`config.mk`:
```
export PLATFORM = sky130hd
export DESIGN_NAME = ldsf_unit
export DESIGN_NICKNAME = d
export VERILOG_FILES = /design/src/rtl/ldsf_pkg.sv /design/src/rtl/ldsf_fifo.sv /design/src/rtl/ldsf_stream.sv /design/src/rtl/ldsf_unit.sv
export SDC_FILE = /design/constraint.sdc
export NUM_CORES = 1
export LEC_CHECK = 0
export BUFFER_PORTS_ARGS = -buffer_cell sky130_fd_sc_hd__buf_2
export CAP_MARGIN = 20
export CORE_MARGIN = 5
export CORE_UTILIZATION = 45
export CTS_BUF_LIST = sky130_fd_sc_hd__clkbuf_8
export DETAILED_ROUTE_END_ITERATION = 7
export PLACE_DENSITY_LB_ADDON = 0.2
export REMOVE_ABC_BUFFERS = 1
export SLEW_MARGIN = 25
export SYNTH_ARGS = -nofsm -noshare
export SYNTH_HDL_FRONTEND = slang
export SYNTH_SLANG_ARGS = --single-unit
```
`constraint.sdc`:
```
create_clock -name clk -period 6.7 [get_ports clk]
set_clock_uncertainty 0.05 [all_clocks]
set_input_delay 0.335 -clock clk [delete_from_list [all_inputs] [get_ports clk]]
set_output_delay 0.335 -clock clk [all_outputs]
set_load 0.05 [all_outputs]
```
`src/rtl/ldsf_pkg.sv`:
```
package ldsf_pkg;
   typedef enum logic [1:0] {
      SRC_IDLE  = 2'd0,
      SRC_STORE = 2'd1,
      SRC_LOAD  = 2'd2
   } ldsf_src_e;
endpackage

```
`src/rtl/ldsf_fifo.sv`:
```
module ldsf_fifo #(
   parameter int W     = 32,
   parameter int DEPTH = 4
) (
   input  logic                         clk,
   input  logic                         rst_n,
   input  logic                         push,
   input  logic [W-1:0]                 din,
   input  logic                         pop,
   output logic [W-1:0]                 dout,
   output logic [$clog2(DEPTH+1)-1:0]   count,
   output logic                         empty,
   output logic                         full
);
   localparam int PW = (DEPTH > 1) ? $clog2(DEPTH) : 1;
   localparam int CNW = $clog2(DEPTH+1);

   if (DEPTH < 2) begin : g_bad_depth
      $error("ldsf_fifo: DEPTH must be at least 2");
   end

   logic [W-1:0]   slot_q [DEPTH];
   logic [PW-1:0]  wptr_q, rptr_q;
   logic [CNW-1:0] cnt_q;

   function automatic logic [PW-1:0] step_ptr(input logic [PW-1:0] p);
      return (p == PW'(DEPTH-1)) ? '0 : p + PW'(1);
   endfunction

   always_ff @(posedge clk) begin
      if (push) slot_q[wptr_q] <= din;
   end

   always_ff @(posedge clk) begin
      if (!rst_n) begin
         wptr_q <= '0;
         rptr_q <= '0;
         cnt_q  <= '0;
      end else begin
         if (push) wptr_q <= step_ptr(wptr_q);
         if (pop)  rptr_q <= step_ptr(rptr_q);
         case ({push, pop})
            2'b10:   cnt_q <= cnt_q + CNW'(1);
            2'b01:   cnt_q <= cnt_q - CNW'(1);
            default: cnt_q <= cnt_q;
         endcase
      end
   end

   assign dout  = slot_q[rptr_q];
   assign count = cnt_q;
   assign empty = (cnt_q == '0);
   assign full  = (cnt_q == CNW'(DEPTH));

   AST_NO_OVERFLOW: assert property (@(posedge clk) disable iff (!rst_n)
      push |-> (!full || pop));
   AST_NO_UNDERFLOW: assert property (@(posedge clk) disable iff (!rst_n)
      pop |-> !empty);
endmodule

```
`src/rtl/ldsf_stream.sv`:
```
module ldsf_stream #(
   parameter int AW = 32,
   parameter int CW = 16
) (
   input  logic          clk,
   input  logic          rst_n,
   input  logic          start,
   input  logic [AW-1:0] base,
   input  logic [AW-1:0] stride,
   input  logic [CW-1:0] count,
   input  logic          room,
   input  logic          grant,
   output logic          busy,
   output logic          req,
   output logic [AW-1:0] addr
);
   logic [AW-1:0] addr_q, stride_q;
   logic [CW-1:0] left_q;

   always_ff @(posedge clk) begin
      if (!rst_n) begin
         addr_q   <= '0;
         stride_q <= '0;
         left_q   <= '0;
      end else if (start && !busy) begin
         addr_q   <= base;
         stride_q <= stride;
         left_q   <= count;
      end else if (grant) begin
         addr_q <= addr_q + stride_q;
         left_q <= left_q - CW'(1);
      end
   end

   assign busy = (left_q != '0);
   assign req  = busy && room;
   assign addr = addr_q;

   AST_START_WHILE_BUSY: assert property (@(posedge clk) disable iff (!rst_n)
      (start && busy) |=> (left_q == $past(left_q) - CW'($past(grant))));
   AST_GRANT_HAS_REQ: assert property (@(posedge clk) disable iff (!rst_n)
      grant |-> req);
endmodule

```
`src/rtl/ldsf_unit.sv`:
```
module ldsf_unit #(
   parameter int AW        = 32,
   parameter int DW        = 32,
   parameter int NREG      = 2,
   parameter int LDEPTH    = 4,
   parameter int SDEPTH    = 4,
   parameter int SAQ_DEPTH = 4,
   parameter int CW        = 16,
   localparam int RW       = $clog2(NREG)
) (
   input  logic            clk,
   input  logic            rst_n,
   input  logic            ld_start,
   input  logic [RW-1:0]   ld_reg,
   input  logic [AW-1:0]   ld_base,
   input  logic [AW-1:0]   ld_stride,
   input  logic [CW-1:0]   ld_count,
   output logic [NREG-1:0] ld_busy,
   input  logic            sa_valid,
   input  logic [RW-1:0]   sa_reg,
   input  logic [AW-1:0]   sa_addr,
   output logic            sa_full,
   input  logic            rd_en,
   input  logic [RW-1:0]   rd_reg,
   output logic [DW-1:0]   rd_data,
   output logic            rd_stall,
   input  logic            wr_en,
   input  logic [RW-1:0]   wr_reg,
   input  logic [DW-1:0]   wr_data,
   output logic            wr_stall,
   output logic            mem_req,
   output logic            mem_we,
   output logic [AW-1:0]   mem_addr,
   output logic [DW-1:0]   mem_wdata,
   output logic [RW-1:0]   mem_tag,
   input  logic            mem_ack,
   input  logic            mem_rvalid,
   input  logic [RW-1:0]   mem_rtag,
   input  logic [DW-1:0]   mem_rdata
);
   import ldsf_pkg::*;

   localparam int LCW = $clog2(LDEPTH+1);
   localparam int SCW = $clog2(SDEPTH+1);
   localparam int QCW = $clog2(SAQ_DEPTH+1);
   localparam int QW  = RW + AW;

   if (NREG < 2 || NREG != (1 << RW)) begin : g_bad_nreg
      $error("ldsf_unit: NREG must be a power of two, at least 2");
   end
   if (CW < 1 || AW < 2 || DW < 1) begin : g_bad_width
      $error("ldsf_unit: widths out of range");
   end

   // per-register load side
   logic [NREG-1:0] lf_push, lf_pop, lf_empty, lf_full;
   logic [DW-1:0]   lf_head [NREG];
   logic [LCW-1:0]  lf_cnt  [NREG];
   logic [LCW-1:0]  infl_q  [NREG];
   logic [NREG-1:0] eng_req, eng_room, ld_grant;
   logic [AW-1:0]   eng_addr [NREG];

   // per-register store side
   logic [NREG-1:0] sd_push, sd_pop, sd_empty, sd_full;
   logic [DW-1:0]   sd_head [NREG];
   logic [SCW-1:0]  sd_cnt  [NREG];

   // shared store-address queue
   logic [QW-1:0]   sa_head;
   logic [QCW-1:0]  sa_cnt;
   logic            sa_empty, sa_push, st_ready, st_grant;
   logic [RW-1:0]   sa_head_reg;
   logic [AW-1:0]   sa_head_addr;
   ldsf_src_e       src;
   logic [RW-1:0]   ld_sel;

   assign sa_push      = sa_valid && !sa_full;
   assign sa_head_reg  = sa_head[QW-1 -: RW];
   assign sa_head_addr = sa_head[AW-1:0];
   assign st_ready     = !sa_empty && !sd_empty[sa_head_reg];
   assign st_grant     = (src == SRC_STORE) && mem_ack;

   ldsf_fifo #(.W(QW), .DEPTH(SAQ_DEPTH)) u_saq (
      .clk(clk), .rst_n(rst_n), .push(sa_push), .din({sa_reg, sa_addr}),
      .pop(st_grant), .dout(sa_head), .count(sa_cnt), .empty(sa_empty),
      .full(sa_full));

   for (genvar r = 0; r < NREG; r++) begin : g_reg
      logic ret, start_r;
      logic [LCW:0] occ;

      assign ret        = mem_rvalid && (mem_rtag == RW'(r));
      assign lf_push[r] = ret;
      assign lf_pop[r]  = rd_en && (rd_reg == RW'(r)) && !lf_empty[r];
      assign sd_push[r] = wr_en && (wr_reg == RW'(r)) && !sd_full[r];
      assign sd_pop[r]  = st_grant && (sa_head_reg == RW'(r));
      assign occ        = {1'b0, lf_cnt[r]} + {1'b0, infl_q[r]};
      assign eng_room[r] = (occ < (LCW+1)'(LDEPTH));
      assign start_r    = ld_start && (ld_reg == RW'(r));

      ldsf_fifo #(.W(DW), .DEPTH(LDEPTH)) u_lfifo (
         .clk(clk), .rst_n(rst_n), .push(lf_push[r]), .din(mem_rdata),
         .pop(lf_pop[r]), .dout(lf_head[r]), .count(lf_cnt[r]),
         .empty(lf_empty[r]), .full(lf_full[r]));

      ldsf_fifo #(.W(DW), .DEPTH(SDEPTH)) u_sfifo (
         .clk(clk), .rst_n(rst_n), .push(sd_push[r]), .din(wr_data),
         .pop(sd_pop[r]), .dout(sd_head[r]), .count(sd_cnt[r]),
         .empty(sd_empty[r]), .full(sd_full[r]));

      ldsf_stream #(.AW(AW), .CW(CW)) u_eng (
         .clk(clk), .rst_n(rst_n), .start(start_r), .base(ld_base),
         .stride(ld_stride), .count(ld_count), .room(eng_room[r]),
         .grant(ld_grant[r]), .busy(ld_busy[r]), .req(eng_req[r]),
         .addr(eng_addr[r]));

      always_ff @(posedge clk) begin
         if (!rst_n) begin
            infl_q[r] <= '0;
         end else begin
            case ({ld_grant[r], ret})
               2'b10:   infl_q[r] <= infl_q[r] + LCW'(1);
               2'b01:   infl_q[r] <= infl_q[r] - LCW'(1);
               default: infl_q[r] <= infl_q[r];
            endcase
         end
      end

      AST_RESERVE_BOUND: assert property (@(posedge clk) disable iff (!rst_n)
         occ <= (LCW+1)'(LDEPTH));
      AST_FULL_NOTHING_PENDING: assert property (@(posedge clk) disable iff (!rst_n)
         lf_full[r] |-> (infl_q[r] == '0));
      AST_RSP_EXPECTED: assert property (@(posedge clk) disable iff (!rst_n)
         ret |-> (infl_q[r] != '0));
   end

   // arbitration: store first, then lowest-numbered stream
   always_comb begin
      src    = SRC_IDLE;
      ld_sel = '0;
      if (st_ready) begin
         src = SRC_STORE;
      end else begin
         for (int r = NREG-1; r >= 0; r--) begin
            if (eng_req[r]) begin
               src    = SRC_LOAD;
               ld_sel = RW'(r);
            end
         end
      end
   end

   always_comb begin
      ld_grant = '0;
      if (src == SRC_LOAD && mem_ack) ld_grant[ld_sel] = 1'b1;
   end

   always_comb begin
      mem_req   = (src != SRC_IDLE);
      mem_we    = (src == SRC_STORE);
      mem_tag   = (src == SRC_STORE) ? sa_head_reg : ld_sel;
      mem_addr  = (src == SRC_STORE) ? sa_head_addr : eng_addr[ld_sel];
      mem_wdata = (src == SRC_STORE) ? sd_head[sa_head_reg] : '0;
   end

   assign rd_data  = lf_head[rd_reg];
   assign rd_stall = rd_en && lf_empty[rd_reg];
   assign wr_stall = wr_en && sd_full[wr_reg];

   AST_ONE_GRANT: assert property (@(posedge clk) disable iff (!rst_n)
      $onehot0({st_grant, ld_grant}));
   AST_STORE_PAIRED: assert property (@(posedge clk) disable iff (!rst_n)
      (mem_req && mem_we) |-> ((sa_cnt != '0) && (sd_cnt[mem_tag] != '0)));
endmodule

```
==> results_dict.tcl, run 1 <==
set metrics [dict create \
    ys.flop_type "edfxtp_1" \
    relSlewSlack 0.284 \
    drtAntennaViolNets 0 \
    track_usage 0.216 \
    grt_pass1_vias 25800 \
    cts_tree "yes" \
    cts_sinks 855 \
    cts_inserted_buffers 144 \
    fin_cells 4417 \
    io_buffers 292 \
    rows 105 \
    synth-seq-cells 855 \
    die_area_um2 89100 \
    rsz0062_at_grt "no" \
    finalNetCount 3527 \
    worstPathArrival_ns 4.60 \
    cts_setup_buffers 0 \
    worst_setup_hold_path_clk_slew_ns 0.06 \
    dp_cells 3966 \
    place_hpwl_mm 61.0 \
    worst_slack_ns 1.72 \
    status "completed" \
    p_leak_nw 15.9 \
    end_kind "output pin" \
    mostFrequentLayoutCells "edfxtp_1, buf_2, a21oi_1" \
    cp_data_required_time_ns 6.31 \
    maxSlewViolCount 0 \
    hp-class "in2reg" \
    power.density_nw_per_um2 320 \
    fin_crit_ns 4.98 \
    grt_overflow 0 \
    start_kind "flip-flop" \
    fp.dieH_um 298 \
    drt_iter0_markers 1726 \
    tightestPinTransition_ns 1.07 \
    avgViaCountPerCell 5.62 \
    place.gp.congestion 0.909 \
    synth_edf_count 650 \
    synthesis.area_um2 37400 \
    yosysSeqAreaShare 0.631 \
    synthDistinctLibCells 70 \
    syn_avg_cell_area_um2 13.9 \
    cap_violations 0 \
    clkLatencyLatePin_ns 0.76 \
    path_max_fanout 34 \
    grt_max_degree 133 \
    crit_type "reg2out" \
    ys_warn_count 0 \
    cts.path.max_buffers 3 \
    min_period_over_period 0.744 \
    h-tree-depth 4 \
    grt_pass1_wl_mm 150 \
    clockRootBuffer "clkbuf_8" \
    fmax_ghz 0.201 \
    drc 0 \
    avgRoutedWirePerCell_um 22.0 \
    async_flop_share 0 \
    antenna_found_initial 11 \
    hold_violations 0 \
    setup_viol 0 \
    syn_inst 2702 \
    drive_gt1_frac 0.218 \
    ios 293 \
    initial_core_util 0.455 \
    areaGrowthSynthToFinish_pct 18.9 \
    dp_slack_ns 2.38 \
    die_x_um 298 \
    wl_mm 97.0 \
    first_pass_iters 5 \
    layout_commonest_cell "edfxtp_1" \
    coreArea_um2 82200 \
    peakVddDrop_v 0.000267 \
    vias 24800 \
]
through the flow:
stage	utilization	hold slack (ns)	TNS [ns]	instance area (µm²)	power, mW
detailed placement	0.487	0.403	0	40100	10.0
CTS	0.541	0.0129	0	44500	14.4
global placement	0.487	0.395	0	40000	9.91
global route	0.541	0.0587	0	44500	15.0
floorplan	-	0.384	-139.55	36900	8.87
finish	0.541	0.0762	0	44500	14.2
critical path, stage by stage, from the launching register on:
cell     delay, ns
dfxtp_2       0.31
buf_4         0.51
mux4_2        0.67
or3b_1        0.22
o31a_2        0.22
inv_2         0.09
nor4_4        0.26
buf_4         0.63
mux2i_1       0.16
a21oi_1       0.40
buf_2         0.35
metal layers:
| layer | GRT usage | up-vias | part of all wire |
|---|---|---|---|
| met1 | 0.291 | 12300 | 0.42 |
| met3 | 0.0478 | 171 | 0.068 |
| met5 | 0 | - | 0.00028 |
| met2 | 0.352 | 863 | 0.48 |
| met4 | 0.0715 | 4 | 0.027 |
| li1 | - | 11400 | - |
logic make-up after synthesis:
group / count (synthesis) / synth area share
AO/OA/AOI/OAI: 548 / 0.0897
XOR/XNOR: 56 / 0.0131
adder cells (fa/ha/maj): 114 / 0.0397
buffers and inverters: 214 / 0.0223
flip-flops: 855 / 0.631
multiplexers: 265 / 0.126
AND/OR/NAND/NOR: 650 / 0.0784
path summary, 6_finish.rpt:
| path | startpoint | cells past startpoint | endpoint | slack (ns) |
|---|---|---|---|---|
| max reg2reg | flip-flop | 11 | g_reg[0].u_eng.addr[24] | 2.54 |
| min | mem_rvalid | 4 | g_reg[0].u_lfifo.wptr_q[1] | 0.08 |
| min reg2reg | g_reg[0].u_eng.stride_q[16] | 2 | g_reg[0].u_eng.stride_q[16] | 0.41 |
| max | flip-flop | 10 | mem_addr[22] | 1.72 |
registers in the layout, indices dropped and copies added, names as in the netlist, 3 cells and up, named ones only:
signal / cells
g.u_eng.left_q: 32
g.u_lfifo.slot_q: 256
g.u_lfifo.wptr_q: 4
g.u_sfifo.wptr_q: 4
g.u_eng.addr: 64
infl_q: 6
u_saq.count: 3
g.u_sfifo.count: 6
g.u_sfifo.rptr_q: 4
g.u_lfifo.rptr_q: 4
g.u_eng.stride_q: 64
g.u_sfifo.slot_q: 256
u_saq.slot_q: 132
g.u_lfifo.count: 6
power breakdown:
group | switching (mW) | total (mW) | internal [mW]
registers | 0.272 | 6.36 | 6.08
logic | 2.44 | 3.67 | 1.23
clock network | 2.06 | 4.22 | 2.15
Yosys cell counts, types with 8 or more instances:
| cell | count | area (µm²) |
|---|---|---|
| and3_1 | 21 | 131 |
| ha_1 | 106 | 1330 |
| o21bai_1 | 11 | 82.6 |
| nor3_1 | 49 | 245 |
| xor2_1 | 25 | 219 |
| a221oi_1 | 16 | 140 |
| mux2_2 | 33 | 372 |
| xnor2_1 | 31 | 272 |
| buf_1 | 20 | 75.1 |
| or4_1 | 9 | 67.6 |
| nand3_1 | 35 | 175 |
| clkbuf_1 | 104 | 390 |
| o211ai_1 | 10 | 75.1 |
| nand2_1 | 253 | 950 |
| o21ai_0 | 70 | 350 |
| a211o_1 | 8 | 70.1 |
| mux4_2 | 161 | 3630 |
| and2_1 | 18 | 113 |
| fa_1 | 8 | 160 |
| or3_1 | 15 | 93.8 |
| nor4_1 | 14 | 87.6 |
| a211oi_1 | 18 | 135 |
| o21a_1 | 19 | 143 |
| inv_1 | 67 | 251 |
| dfxtp_1 | 205 | 4100 |
| a22oi_1 | 48 | 360 |
| nor2_1 | 182 | 683 |
| nand3b_1 | 11 | 82.6 |
| nand4_1 | 12 | 75.1 |
| nand2b_1 | 9 | 56.3 |
| buf_2 | 18 | 90.1 |
| a21oi_1 | 257 | 1290 |
| a21o_1 | 31 | 233 |
| mux2i_1 | 71 | 711 |
| edfxtp_1 | 650 | 19500 |
| a31oi_1 | 10 | 62.6 |
cell type report:
| cell class | instances | area [µm²] |
|---|---|---|
| fill | 6791 | 37700 |
| inverter | 70 | 268 |
| clock buffer | 153 | 2110 |
| clock inverter | 104 | 497 |
| sequential | 855 | 23600 |
| timing repair buffer | 520 | 3640 |
| antenna | 12 | 30.0 |
| tap | 1070 | 1340 |
| multi-input combinational | 1633 | 13000 |
what timing repair did:
item                                    in CTS  in global routing
hold buffers                               182                  0
gates resized for setup                      0                  0
endpoints found under the hold margin      809                  0
endpoints found under the setup margin       0                  0
(Power assumes the default switching activity.)
==> run 2, diff against run 1 <==
- clock period: 6.7 -> 4.1 ns (I/O delays scaled with it)
==> results_dict.tcl, run 2 (synthesis gave the netlist of run 1 again) <==
set metrics [dict create \
    rr_startpoint "g_reg[0].u_eng.left_q[9]" \
    first_pass_iters 7 \
    track_usage 0.223 \
    tightestPinTransition_ns 1.03 \
    dp_cells 3984 \
    hold_violations 0 \
    wl_mm 101 \
    register_area_um2 23600 \
    avgRoutedWirePerCell_um 22.7 \
    grt_pass1_wl_mm 155 \
    crit_end "mem_addr[27]" \
    crit_type "reg2out" \
    antenna_found_initial 14 \
    mostFrequentLayoutCells "edfxtp_1, buf_2, nand2_1" \
    rrSetupSlack_ns 0.34 \
    grt_max_degree 118 \
    drt_iter0_markers 1800 \
    finalNetCount 3574 \
    power.density_nw_per_um2 541 \
    multi_input_area_um2 13300 \
    top_regs "g.u_lfifo.slot_q: 256 flops, g.u_sfifo.slot_q: 256 flops, u_saq.slot_q: 132 flops" \
    cts_tree "yes" \
    worstPathArrival_ns 3.66 \
    min_period_over_period 0.956 \
    initial_core_util 0.455 \
    cap_violations 0 \
    grt_pass1_vias 26300 \
    finalPower_mw 24.6 \
    h-tree-depth 4 \
    fin_cells 4466 \
    start_kind "flip-flop" \
    hp-class "in2reg" \
    relSlewSlack 0.314 \
    drc 0 \
    n_fill_cell 6800 \
    cts_inserted_buffers 145 \
    rsz0062_at_grt "no" \
    areaGrowthSynthToFinish_pct 21.6 \
    drive_gt1_frac 0.234 \
    die_area_um2 89100 \
    end_kind "output pin" \
    status "completed" \
    drtAntennaViolNets 0 \
    rows 105 \
    maxSlewViolCount 0 \
    layout_commonest_cell "edfxtp_1" \
    path_max_fanout 8 \
    worst_setup_hold_path_clk_slew_ns 0.06 \
    peakVddDrop_v 0.000434 \
    cp_data_required_time_ns 3.85 \
    place.gp.congestion 0.943 \
    io_buffers 292 \
    grt_overflow 0 \
    place_hpwl_mm 65.0 \
    cts_sinks 855 \
    fin_crit_ns 3.92 \
    startpoint "g_reg[0].u_eng.left_q[9]" \
    fp.dieH_um 298 \
    setup_viol 0 \
    cts.path.max_buffers 3 \
    rr_worst_depth 9 \
    r2r_end "g_reg[0].u_eng.stride_q[0]" \
    timing.hold.ws_ns 0.0974 \
    avgViaCountPerCell 5.66 \
    coreArea_um2 82200 \
    clkLatencyLatePin_ns 0.79 \
    fmax_ghz 0.255 \
    vias 25300 \
    ios 293 \
    die_x_um 298 \
    clockRootBuffer "clkbuf_8" \
    p_leak_nw 16.3 \
    post-route-util 0.554 \
]
-- run 2: layout make-up --
| cell class | instances | area share |
|---|---|---|
| sequential | 855 | 0.519 |
| multi-input combinational | 1633 | 0.291 |
| tap | 1070 | 0.0294 |
| timing repair buffer | 566 | 0.0937 |
| clock buffer | 153 | 0.0462 |
| inverter | 70 | 0.00588 |
| antenna | 10 | 0.000550 |
| clock inverter | 109 | 0.0142 |
-- run 2: where the power goes --
part / internal [mW] / switching [mW] / total, mW
Combinational: 2.59 / 4.35 / 6.94
Clock: 3.80 / 3.43 / 7.23
Sequential: 9.94 / 0.506 / 10.4
-- run 2: routing by layer --
metal	vias to the layer above	GRT usage	routed length, µm
met1	12700	0.301	43300
met2	904	0.369	49000
met4	8	0.0656	2270
met5	-	0	55
li1	11500	-	-
met3	147	0.0476	6540
-- run 2: worst min path at each step --
stage / slack, ns / cells past startpoint / start / to
final: 0.1 / 5 / ld_reg / g_reg[0].u_eng.stride_q[15]
after global routing: 0.05 / 5 / ld_reg / g_reg[0].u_eng.stride_q[15]
after CTS: 0.02 / 5 / ld_reg / g_reg[0].u_eng.stride_q[15]
after detailed placement: 0.37 / 1 / sa_addr[28] / u_saq.slot_q[2][28]
after global placement: 0.36 / 1 / sa_addr[24] / u_saq.slot_q[0][24]
after floorplan: 0.25 / 0 / mem_rdata[0] / g_reg[0].u_lfifo.slot_q[0][0]
-- run 2: metrics by stage --
step	TNS (ns)	setup WS, ns	cell area, µm²
after floorplan	-585.96	-4.16	36900
after global placement	0	0.640	40300
after detailed placement	0	0.577	40300
after CTS	0	0.000550	45400
after global routing	0	0.0375	45500
final	0	0.181	45500
-- run 2: critical path: stages, from the launching register on --
cell and delay [ns]:
dfxtp_1 0.32, or4_4 0.54, or4_4 0.52, o21a_4 0.25, nor4_4 0.14, buf_6 0.23
buf_16 0.21, mux2i_2 0.29, a21oi_1 0.12, buf_4 0.24
-- run 2: repair_timing --
item,in CTS,in global routing
hold buffers,200,0
endpoints found under the hold margin,843,0
endpoints found under the setup margin,32,44
cloned,3,1
pin swaps,3,1
setup buffers,6,0
resized for setup,61,18
